File: config.mk
export PLATFORM = sky130hd
export DESIGN_NAME = wave_timer8
export DESIGN_NICKNAME = d
export VERILOG_FILES = /design/src/rtl/wt_pkg.sv /design/src/rtl/wt_count.sv /design/src/rtl/wt_wave.sv /design/src/rtl/wave_timer8.sv
export SDC_FILE = /design/constraint.sdc
export NUM_CORES = 1
export LEC_CHECK = 0
export BUFFER_PORTS_ARGS = -buffer_cell sky130_fd_sc_hd__buf_2
export CAP_MARGIN = 20
export CORE_UTILIZATION = 55
export DETAILED_ROUTE_END_ITERATION = 10
export PLACE_DENSITY = 0.75
export SLEW_MARGIN = 15
export SYNTH_ARGS = -nofsm -noshare
export SYNTH_HDL_FRONTEND = slang
export SYNTH_SLANG_ARGS = --single-unit
File: constraint.sdc
create_clock -name clk -period 3.4 [get_ports clk]
set_input_delay 0.34 -clock clk [delete_from_list [all_inputs] [get_ports clk]]
set_output_delay 0.34 -clock clk [all_outputs]
set_load 0.02 [all_outputs]
File: src/rtl/wt_pkg.sv
package wt_pkg;
    localparam int BUS_W = 8;

    typedef enum logic [1:0] {
        MODE_FREE  = 2'b00,
        MODE_DUAL  = 2'b01,
        MODE_CLEAR = 2'b10,
        MODE_FAST  = 2'b11
    } wt_mode_e;

    localparam int CTL_FORCE   = 7;
    localparam int CTL_MODE_LO = 6;
    localparam int CTL_ACT_HI  = 5;
    localparam int CTL_ACT_LO  = 4;
    localparam int CTL_MODE_HI = 3;

    localparam logic [1:0] ADDR_CTL = 2'd0;
    localparam logic [1:0] ADDR_CNT = 2'd1;
    localparam logic [1:0] ADDR_CMP = 2'd2;
    localparam logic [1:0] ADDR_FLG = 2'd3;
endpackage

File: src/rtl/wt_count.sv
module wt_count
    import wt_pkg::*;
#(
    parameter int W = 8
) (
    input  logic         clk,
    input  logic         rst_n,
    input  wt_mode_e     mode,
    input  logic         step,
    input  logic         cnt_wr,
    input  logic         cmp_wr,
    input  logic [W-1:0] wdata,
    output logic [W-1:0] cnt,
    output logic [W-1:0] cmp_buf,
    output logic         hit,
    output logic         ovf_evt,
    output logic         wrap_evt,
    output logic         down
);
    localparam logic [W-1:0] MAXV = {W{1'b1}};
    localparam logic [W-1:0] ONE  = {{(W-1){1'b0}}, 1'b1};

    typedef struct packed {
        logic [W-1:0] cnt;
        logic [W-1:0] buf_v;
        logic [W-1:0] act;
        logic         dn;
        logic         block;
    } cnt_s;

    cnt_s st_q, st_d;
    logic at_max, at_min, imm;

    always_comb begin
        st_d     = st_q;
        at_max   = (st_q.cnt == MAXV);
        at_min   = (st_q.cnt == '0);
        imm      = (mode == MODE_FREE) || (mode == MODE_CLEAR);
        hit      = step && !st_q.block && (st_q.cnt == st_q.act);
        ovf_evt  = step && ((mode == MODE_DUAL) ? at_min : at_max);
        wrap_evt = step && (mode == MODE_FAST) && at_max;

        if (step) begin
            st_d.block = 1'b0;
            case (mode)
                MODE_CLEAR: st_d.cnt = hit ? '0 : st_q.cnt + ONE;
                MODE_FAST: begin
                    st_d.cnt = st_q.cnt + ONE;
                    if (at_max) st_d.act = st_q.buf_v;
                end
                MODE_DUAL: begin
                    if (!st_q.dn) begin
                        if (at_max) begin
                            st_d.dn  = 1'b1;
                            st_d.cnt = st_q.cnt - ONE;
                            st_d.act = st_q.buf_v;
                        end else begin
                            st_d.cnt = st_q.cnt + ONE;
                        end
                    end else if (at_min) begin
                        st_d.dn  = 1'b0;
                        st_d.cnt = ONE;
                    end else begin
                        st_d.cnt = st_q.cnt - ONE;
                    end
                end
                default: st_d.cnt = st_q.cnt + ONE;
            endcase
        end
        if (mode != MODE_DUAL) st_d.dn = 1'b0;
        if (cmp_wr) st_d.buf_v = wdata;
        if (imm) st_d.act = st_d.buf_v;
        if (cnt_wr) begin
            st_d.cnt   = wdata;
            st_d.block = 1'b1;
        end
    end

    always_ff @(posedge clk or negedge rst_n) begin
        if (!rst_n) st_q <= '0;
        else        st_q <= st_d;
    end

    assign cnt     = st_q.cnt;
    assign cmp_buf = st_q.buf_v;
    assign down    = st_q.dn;

    assert_hold_R2: assert property (@(posedge clk) disable iff (!rst_n)
        (!step && !cnt_wr) |=> $stable(cnt));
    assert_clear_on_hit_R3: assert property (@(posedge clk) disable iff (!rst_n)
        (mode == MODE_CLEAR && hit && !cnt_wr) |=> (cnt == '0));
    assert_dual_turn_R4: assert property (@(posedge clk) disable iff (!rst_n)
        (mode == MODE_DUAL && step && !cnt_wr && cnt == MAXV) |=> (cnt == MAXV - ONE && down));
    assert_write_blocks_R11: assert property (@(posedge clk) disable iff (!rst_n)
        cnt_wr |=> !hit);
endmodule

File: src/rtl/wt_wave.sv
module wt_wave
    import wt_pkg::*;
(
    input  logic       clk,
    input  logic       rst_n,
    input  wt_mode_e   mode,
    input  logic [1:0] act,
    input  logic       hit,
    input  logic       down,
    input  logic       wrap_evt,
    input  logic       force_evt,
    input  logic [1:0] force_act,
    output logic       wave
);
    typedef struct packed {
        logic wave;
    } wave_s;

    wave_s st_q, st_d;

    function automatic logic apply_act(input logic cur, input logic [1:0] a);
        case (a)
            2'b01:   return ~cur;
            2'b10:   return 1'b0;
            2'b11:   return 1'b1;
            default: return cur;
        endcase
    endfunction

    always_comb begin
        st_d = st_q;
        case (mode)
            MODE_FAST: begin
                if (act[1]) begin
                    if (wrap_evt)  st_d.wave = ~act[0];
                    else if (hit)  st_d.wave = act[0];
                end
            end
            MODE_DUAL: begin
                if (act[1] && hit) st_d.wave = down ? ~act[0] : act[0];
            end
            default: begin
                if (hit) st_d.wave = apply_act(st_q.wave, act);
            end
        endcase
        if (force_evt) st_d.wave = apply_act(st_d.wave, force_act);
    end

    always_ff @(posedge clk or negedge rst_n) begin
        if (!rst_n) st_q <= '0;
        else        st_q <= st_d;
    end

    assign wave = st_q.wave;

    assert_fast_bottom_R8: assert property (@(posedge clk) disable iff (!rst_n)
        (mode == MODE_FAST && act == 2'b10 && wrap_evt && !force_evt) |=> wave);
    assert_clear_act_R7: assert property (@(posedge clk) disable iff (!rst_n)
        (mode == MODE_CLEAR && act == 2'b10 && hit && !force_evt) |=> !wave);
endmodule

File: src/rtl/wave_timer8.sv
module wave_timer8
    import wt_pkg::*;
#(
    parameter int W = BUS_W
) (
    input  logic       clk,
    input  logic       rst_n,
    input  logic       tick,
    input  logic       reg_wr,
    input  logic [1:0] reg_addr,
    input  logic [7:0] reg_wdata,
    output logic [7:0] reg_rdata,
    output logic       wave_out,
    output logic       pin_override,
    output logic       ovf_irq,
    output logic       cmp_irq
);
    typedef struct packed {
        logic [6:0] ctl;
        logic       ovf;
        logic       cmp;
    } top_s;

    top_s st_q, st_d;

    wt_mode_e     mode;
    logic         step, wr_ctl, wr_cnt, wr_cmp, wr_flg, force_evt;
    logic [W-1:0] cnt, cmp_buf;
    logic         hit, ovf_evt, wrap_evt, down;

    always_comb begin
        st_d      = st_q;
        mode      = wt_mode_e'({st_q.ctl[CTL_MODE_HI], st_q.ctl[CTL_MODE_LO]});
        step      = tick && (st_q.ctl[2:0] != 3'b000);
        wr_ctl    = reg_wr && (reg_addr == ADDR_CTL);
        wr_cnt    = reg_wr && (reg_addr == ADDR_CNT);
        wr_cmp    = reg_wr && (reg_addr == ADDR_CMP);
        wr_flg    = reg_wr && (reg_addr == ADDR_FLG);
        force_evt = wr_ctl && reg_wdata[CTL_FORCE] && !reg_wdata[CTL_MODE_LO];

        if (wr_ctl) st_d.ctl = reg_wdata[6:0];
        st_d.ovf = (st_q.ovf && !(wr_flg && reg_wdata[0])) || ovf_evt;
        st_d.cmp = (st_q.cmp && !(wr_flg && reg_wdata[1])) || hit;

        reg_rdata = '0;
        case (reg_addr)
            ADDR_CTL: reg_rdata = {1'b0, st_q.ctl};
            ADDR_CNT: reg_rdata[W-1:0] = cnt;
            ADDR_CMP: reg_rdata[W-1:0] = cmp_buf;
            default:  reg_rdata = {6'd0, st_q.cmp, st_q.ovf};
        endcase
    end

    always_ff @(posedge clk or negedge rst_n) begin
        if (!rst_n) st_q <= '0;
        else        st_q <= st_d;
    end

    wt_count #(.W(W)) i_count (
        .clk      (clk),
        .rst_n    (rst_n),
        .mode     (mode),
        .step     (step),
        .cnt_wr   (wr_cnt),
        .cmp_wr   (wr_cmp),
        .wdata    (reg_wdata[W-1:0]),
        .cnt      (cnt),
        .cmp_buf  (cmp_buf),
        .hit      (hit),
        .ovf_evt  (ovf_evt),
        .wrap_evt (wrap_evt),
        .down     (down)
    );

    wt_wave i_wave (
        .clk       (clk),
        .rst_n     (rst_n),
        .mode      (mode),
        .act       (st_q.ctl[CTL_ACT_HI:CTL_ACT_LO]),
        .hit       (hit),
        .down      (down),
        .wrap_evt  (wrap_evt),
        .force_evt (force_evt),
        .force_act (reg_wdata[CTL_ACT_HI:CTL_ACT_LO]),
        .wave      (wave_out)
    );

    assign pin_override = |st_q.ctl[CTL_ACT_HI:CTL_ACT_LO];
    assign ovf_irq      = st_q.ovf;
    assign cmp_irq      = st_q.cmp;

    assert_ovf_set_R12: assert property (@(posedge clk) disable iff (!rst_n)
        ovf_evt |=> ovf_irq);
    assert_cmp_set_R12: assert property (@(posedge clk) disable iff (!rst_n)
        hit |=> cmp_irq);
    assert_force_no_flag_R9: assert property (@(posedge clk) disable iff (!rst_n)
        (force_evt && !hit && !cmp_irq) |=> !cmp_irq);
    assert_force_pwm_ignored_R9: assert property (@(posedge clk) disable iff (!rst_n)
        (wr_ctl && reg_wdata[CTL_MODE_LO] && st_q.ctl[CTL_MODE_LO] && !hit && !wrap_evt)
        |=> $stable(wave_out));
    assert_override_R10: assert property (@(posedge clk) disable iff (!rst_n)
        (wr_ctl && reg_wdata[5:4] == 2'b00) |=> !pin_override);
endmodule

======== Word-level counts from Yosys, hierarchy flattened ========
Index checks and enable logic that the tools add are counted.
storage, ports and cells
  output and inout port bits .............. 12
  register bits ........................... 36
operators by class
  bitwise gates (word level) .............. 3
  $add $sub $neg .......................... 2
  reductions and logical operators ........ 36
  equality and inequality tests ........... 18
  muxes and demuxes ....................... 31
operators by type and width
  kind                                                  number
  2-to-1 mux 8 bit                                      10
  case mux 8 bit (2 select lines)                       2
  case mux 8 bit (3 select lines)                       1
  logical AND 1 bit                                     17
  equality test 2 bit (second input constant)           8
  2-to-1 mux 1 bit                                      13
  2-to-1 mux 10 bit                                     1
  2-to-1 mux 9 bit                                      1
  adder 8 x 1 -> 8 bit (second input constant)          1
  equality test 2 x 1 -> 1 bit (second input constant)  4
  equality test 8 bit                                   1
  equality test 8 bit (second input constant)           1
  zero test 8 bit                                       1
  nonzero test 2 bit                                    4
  subtractor 8 x 1 -> 8 bit (second input constant)     1
  != test 3 x 1 -> 1 bit (second input constant)        2
  case mux 1 bit (3 select lines)                       2
  nonzero test 3 bit                                    2
  AND reduction 5 bit                                   1
  zero test 1 bit                                       4
  zero test 2 bit                                       2
  logical OR 1 bit                                      3
  != test 3 bit (second input constant)                 1
  NOT 1 bit                                             3
  other kinds (4)                                       4

======== Longest topological paths before layout ========
  depth after elaboration ................. 11
  gate-level depth with buffers ........... 9
  depth with buffers taken out ............ 8

======== Hierarchy ========
Synthesis repeated with hierarchy kept, for this count alone.
unflattened totals
  cell total of the unflattened synthesis .. 290
  area, all modules ....................... 2782.7 um^2
by module, submodules not included
  module       area each (um^2)  instances  sequential area each (um^2)  cells each
  wt_count     2010.7            1          650.6                        221
  wave_timer8  573.0             1          225.2                        45
  wt_wave      198.9             1          25.0                         24

======== Worst setup path before layout ========
OpenSTA, ideal clock, no wires.
  kind .................................... register -> register
  start ................................... register i_count.st_q, in the netlist i_count.cnt[1]
  end ..................................... register i_count.st_q[2] (netlist name)
  arrival time ............................ 1.963 ns
  cell stages (with the launch flop) ...... 9
  library setup time ...................... 0.125 ns
  setup slack ............................. 1.313 ns
  cell sequence ........................... dfrtp_1 -> ha_1 -> nand4_1 -> or2_1 -> buf_2 -> a21oi_1 -> o22a_1 -> buf_2 -> mux2_2
on the way
  longest elaborated chain between the ends .. 3
  elaborated cells on any way between the ends .. 4
  those cells by class .................... eq/ne (3); reduce/logical (1)
ends and longest elaborated chain
  item                               RTL line        source
  start, declared                    wt_count.sv:31  cnt_s st_q, st_d;
  start signal, assigned             wt_count.sv:81  else st_q <= st_d;
  equality test 8 bit (*)            wt_count.sv:36  at_max = (st_q.cnt == MAXV);
  != test 3 x 1 -> 1 bit (no line)   n/a
  AND reduction 5 bit (no line) (*)  n/a
Every way passes the cells marked *; elsewhere a longest branch is shown, timed or not.
A chain may end at the register's enable or synchronous reset.

======== Final worst setup path ========
  start ................................... register i_count.st_q, in the netlist i_count.cnt[0]
  end ..................................... register i_count.st_q[6] (netlist name)
The elaborated chain is that of the path after synthesis.

==> summary.md <==
| Metric | Value |
|---|---|
| Outcome | `completed` |
| Initial antenna violation count | `0` |
| Slowest stage delay, CP | `0.64 ns` |
| Hold Vio Cnt, Final | `0` |
| RR Endpoint | `i_count.st_q[6]` |
| Final hold slack | `0.140 ns` |
| Mapped Avg Cell Area | `9.14 um2` |
| Cell internal pwr | `0.00115 W` |
| Diode count | `0` |
| GRT Total Usage | `30.7%` |
| Via/cell ratio | `6.60` |
| DP Wirelength | `5110 um` |
| Crit-path max FO | `9` |
| Final setup TNS | `0 ns` |
| Logic pwr share | `43.9%` |
| Min-delay worst type | `in2async` |
| Largest family of logic cells by synthesized area | `compound AO/OA/AOI/OAI gates` |
| Nets | `325` |
| Final setup violation count | `0` |
| Final Cell Area | `0.00284 mm2` |
| Die Area | `0.00503 mm2` |
| Mapped Cells | `286` |
| Yosys reg bits | `36` |
| Clk pwr share | `16.6%` |
| Synth top area cells | `dfrtp_1, mux2_2, xnor2_1` |
| Placeable Area | `0.00447 mm2` |
| Critical-path cell list | `ha_1, nand4_1, or2_1, a21oi_1, a22o_1, mux2_2` |
| Reg2reg path depth | `6` |
| FF-to-FF Start | `i_count.cnt[0]` |
| R2R setup slack | `0.85 ns` |
| CTS clk-pin slew, worst paths | `0.08 ns` |
| Pwr Density | `713 mW/mm2` |
| Post-synthesis cell area | `0.00262 mm2` |
| Max-cap violation count | `0` |
| Sequential area share after synthesis | `34.4%` |
| Wirelength per Cell | `20.0 um` |
| RSZ-0062 raised after global routing | `no` |
| Fin crit share | `75.0%` |
| Post-DP Area | `0.00274 mm2` |
| Synth Area in Adders | `4.31%` |
| Top-area cell type share of the netlist area | `34.4%` |
| Chip width | `71.0 um` |
| Compound-Gate Fraction of Synth Area | `19.9%` |
| Slowest CP cell | `a21oi_1` |
| Sequential Power Share | `39.5%` |
| Crit Path Class | `reg2reg` |
| Worst Path Buf+Inv | `0` |
| Cts-stage hold buffer count | `0` |
| Worst relative slew slack | `44.2%` |
| Most common cell after layout, fill and taps aside | `dfrtp_1` |
| Skew final | `0.00844 ns` |
| Total CTS buffers | `5` |
| Number of synthesized flops with an enable pin | `0` |
| Port bufs | `25` |
| Leak | `1.21 nW` |
| Final Slew Violations | `0` |
| Synth Area in XOR/XNOR | `6.70%` |
| Clock sink total | `36` |
| Die Y | `71.0 um` |
| Sw frac | `43.1%` |
| Post-synth cell types | `58` |
| Most frequent cells in the layout | `dfrtp_1, nand2_1, buf_2` |
| Clk Latency, worst-skew pair | `0.29 ns` |
| Site row count | `24` |
| Total wire length | `7070 um` |
| Global-route wire length before repair | `11800 um` |
| Setup Buffers After CTS | `0` |
| I/O Pins | `26` |
| ANT nets after route | `0` |
| Simple-gate share of the synthesized area | `17.4%` |
| Cell family with most CP delay | `compound AO/OA/AOI/OAI gates` |
| Final instance count without filler cells | `354` |
| Ys async rst share | `100%` |
| Fmax achieved | `0.392 GHz` |
| Sw power | `0.000871 W` |
| Worst-Margin Slew | `0.838 ns` |
| Drt pass-1 iters | `5` |
| Crit path DAT | `2.78 ns` |
| Dpl cells | `347` |
| Initial Utilization | `58.4%` |
| Peak VDD IR | `0.000395 V` |
| Htree depth | `2` |
| Root buf cell | `clkbuf_8` |
| Layout cell share with drive strength beyond 1 | `21.9%` |
| Synth area leader | `dfrtp_1` |
| Worst path required time | `3.63 ns` |
| Gpl congestion | `0.948` |
| PostCTS Resize Cnt | `0` |
| Largest net degree at the start of global routing | `37` |
| Remaining global-route overflow | `0` |
| Fin crit period | `2.55 ns` |
| Vias | `2335` |
| Syn-to-layout area delta | `8.42%` |
| Mux cell area share after synthesis | `12.6%` |
| Nets in the synthesized netlist | `309` |
| CP endpoint kind | `register` |
| Vias in the first global route | `2323` |
| CP startpoint kind | `register` |
| Synth Warn # | `0` |
| Drt drc | `0` |
| Ys flop type | `dfrtp_1` |
| Initial DRC count | `327` |
| CTS Buffer Depth | `2` |
| CTS tree | `built` |
## registers in the layout, indices dropped and copies added (netlist names)
| name | count |
|---|---|
| cmp_irq | 1 |
| i_count.cmp_buf | 8 |
| i_count.cnt | 8 |
| i_count.down | 1 |
| i_count.st_q | 9 |
| i_wave.wave | 1 |
| mode | 2 |
| ovf_irq | 1 |
| st_q | 5 |
## routing by layer
layer / track usage (%) / wire length, um
met3: 5.70 / 479
met1: 42.8 / 3150
met5: 0 / 0
met4: 11.3 / 193
met2: 47.8 / 3250
## final cells by class
type | count | area, um2
Timing Repair Buffer | 28 | 148
Sequential cell | 36 | 901
Clock buffer | 7 | 96.3
Multi-Input combinational cell | 222 | 1590
Tap cell | 52 | 65.1
Fill cell | 390 | 1640
Inverter | 9 | 33.8
## cells by family (layout without fill, tap and decap cells)
group                    after synthesis  in the layout
AND/OR/NAND/NOR                       92             92
flip-flops                            36             36
AO/OA/AOI/OAI                         73             73
buffers and inverters                 28             44
multiplexers                          28             28
XOR/XNOR                              20             20
adder cells (fa/ha/maj)                9              9
## cells in the mapped netlist (2+ instances only)
cell type / instances
dfrtp_1: 36
nand2_1: 27
nor2_1: 22
mux2_2: 20
o21ai_0: 19
xnor2_1: 15
a21oi_1: 12
a22o_1: 9
ha_1: 9
inv_1: 9
nand3_1: 9
clkbuf_1: 8
buf_2: 7
nand4_1: 7
mux2i_1: 6
and3_1: 5
nor3_1: 5
xor2_1: 5
a311oi_1: 3
nor2b_1: 3
o31ai_1: 3
a211oi_1: 2
a221oi_1: 2
a31oi_1: 2
buf_4: 2
mux4_2: 2
nor3b_1: 2
o211ai_1: 2
o221ai_1: 2
o22ai_1: 2
or2_2: 2
## worst register-to-register path: stages (launching register included)
cell     delay (ns)
dfrtp_1        0.54
ha_1           0.33
nand4_1        0.20
or2_1          0.37
a21oi_1        0.64
a22o_1         0.25
mux2_2         0.16
## power groups by stage
stage | Sequential [W] | Combinational (W) | Clock [W]
2_1_floorplan | 0.000666 | 0.000779 | 0
3_3_place_gp | 0.000792 | 0.000854 | 0
3_5_place_dp | 0.000796 | 0.000871 | 0
4_1_cts | 0.000790 | 0.000876 | 0.000336
5_1_grt | 0.000819 | 0.000973 | 0.000354
6_report | 0.000798 | 0.000887 | 0.000335
## worst max path at each step
stage | slack (ns) | startpoint | to | cells after the start
finish | 0.85 | i_count.cnt[0] | i_count.st_q[6] | 6
global route | 0.73 | i_count.cnt[0] | i_count.st_q[4] | 6
detailed placement | 0.95 | i_count.cnt[0] | i_count.st_q[6] | 6
CTS | 0.93 | i_count.cnt[1] | i_count.st_q[6] | 6
floorplan | 1.31 | i_count.cnt[1] | i_count.st_q[2] | 8
global placement | 1.04 | i_count.cnt[0] | i_count.st_q[6] | 6
## metrics by stage
step                      utilization, %  power (W)  worst slack (ns)
after detailed placement            61.2    0.00167             0.950
final                               63.4    0.00202             0.851
after CTS                           63.4    0.00200             0.925
after global placement              61.2    0.00165              1.04
after global routing                63.4    0.00215             0.726
after floorplan                        -    0.00144              1.31
Note: power is estimated with default switching activity, not from simulation.
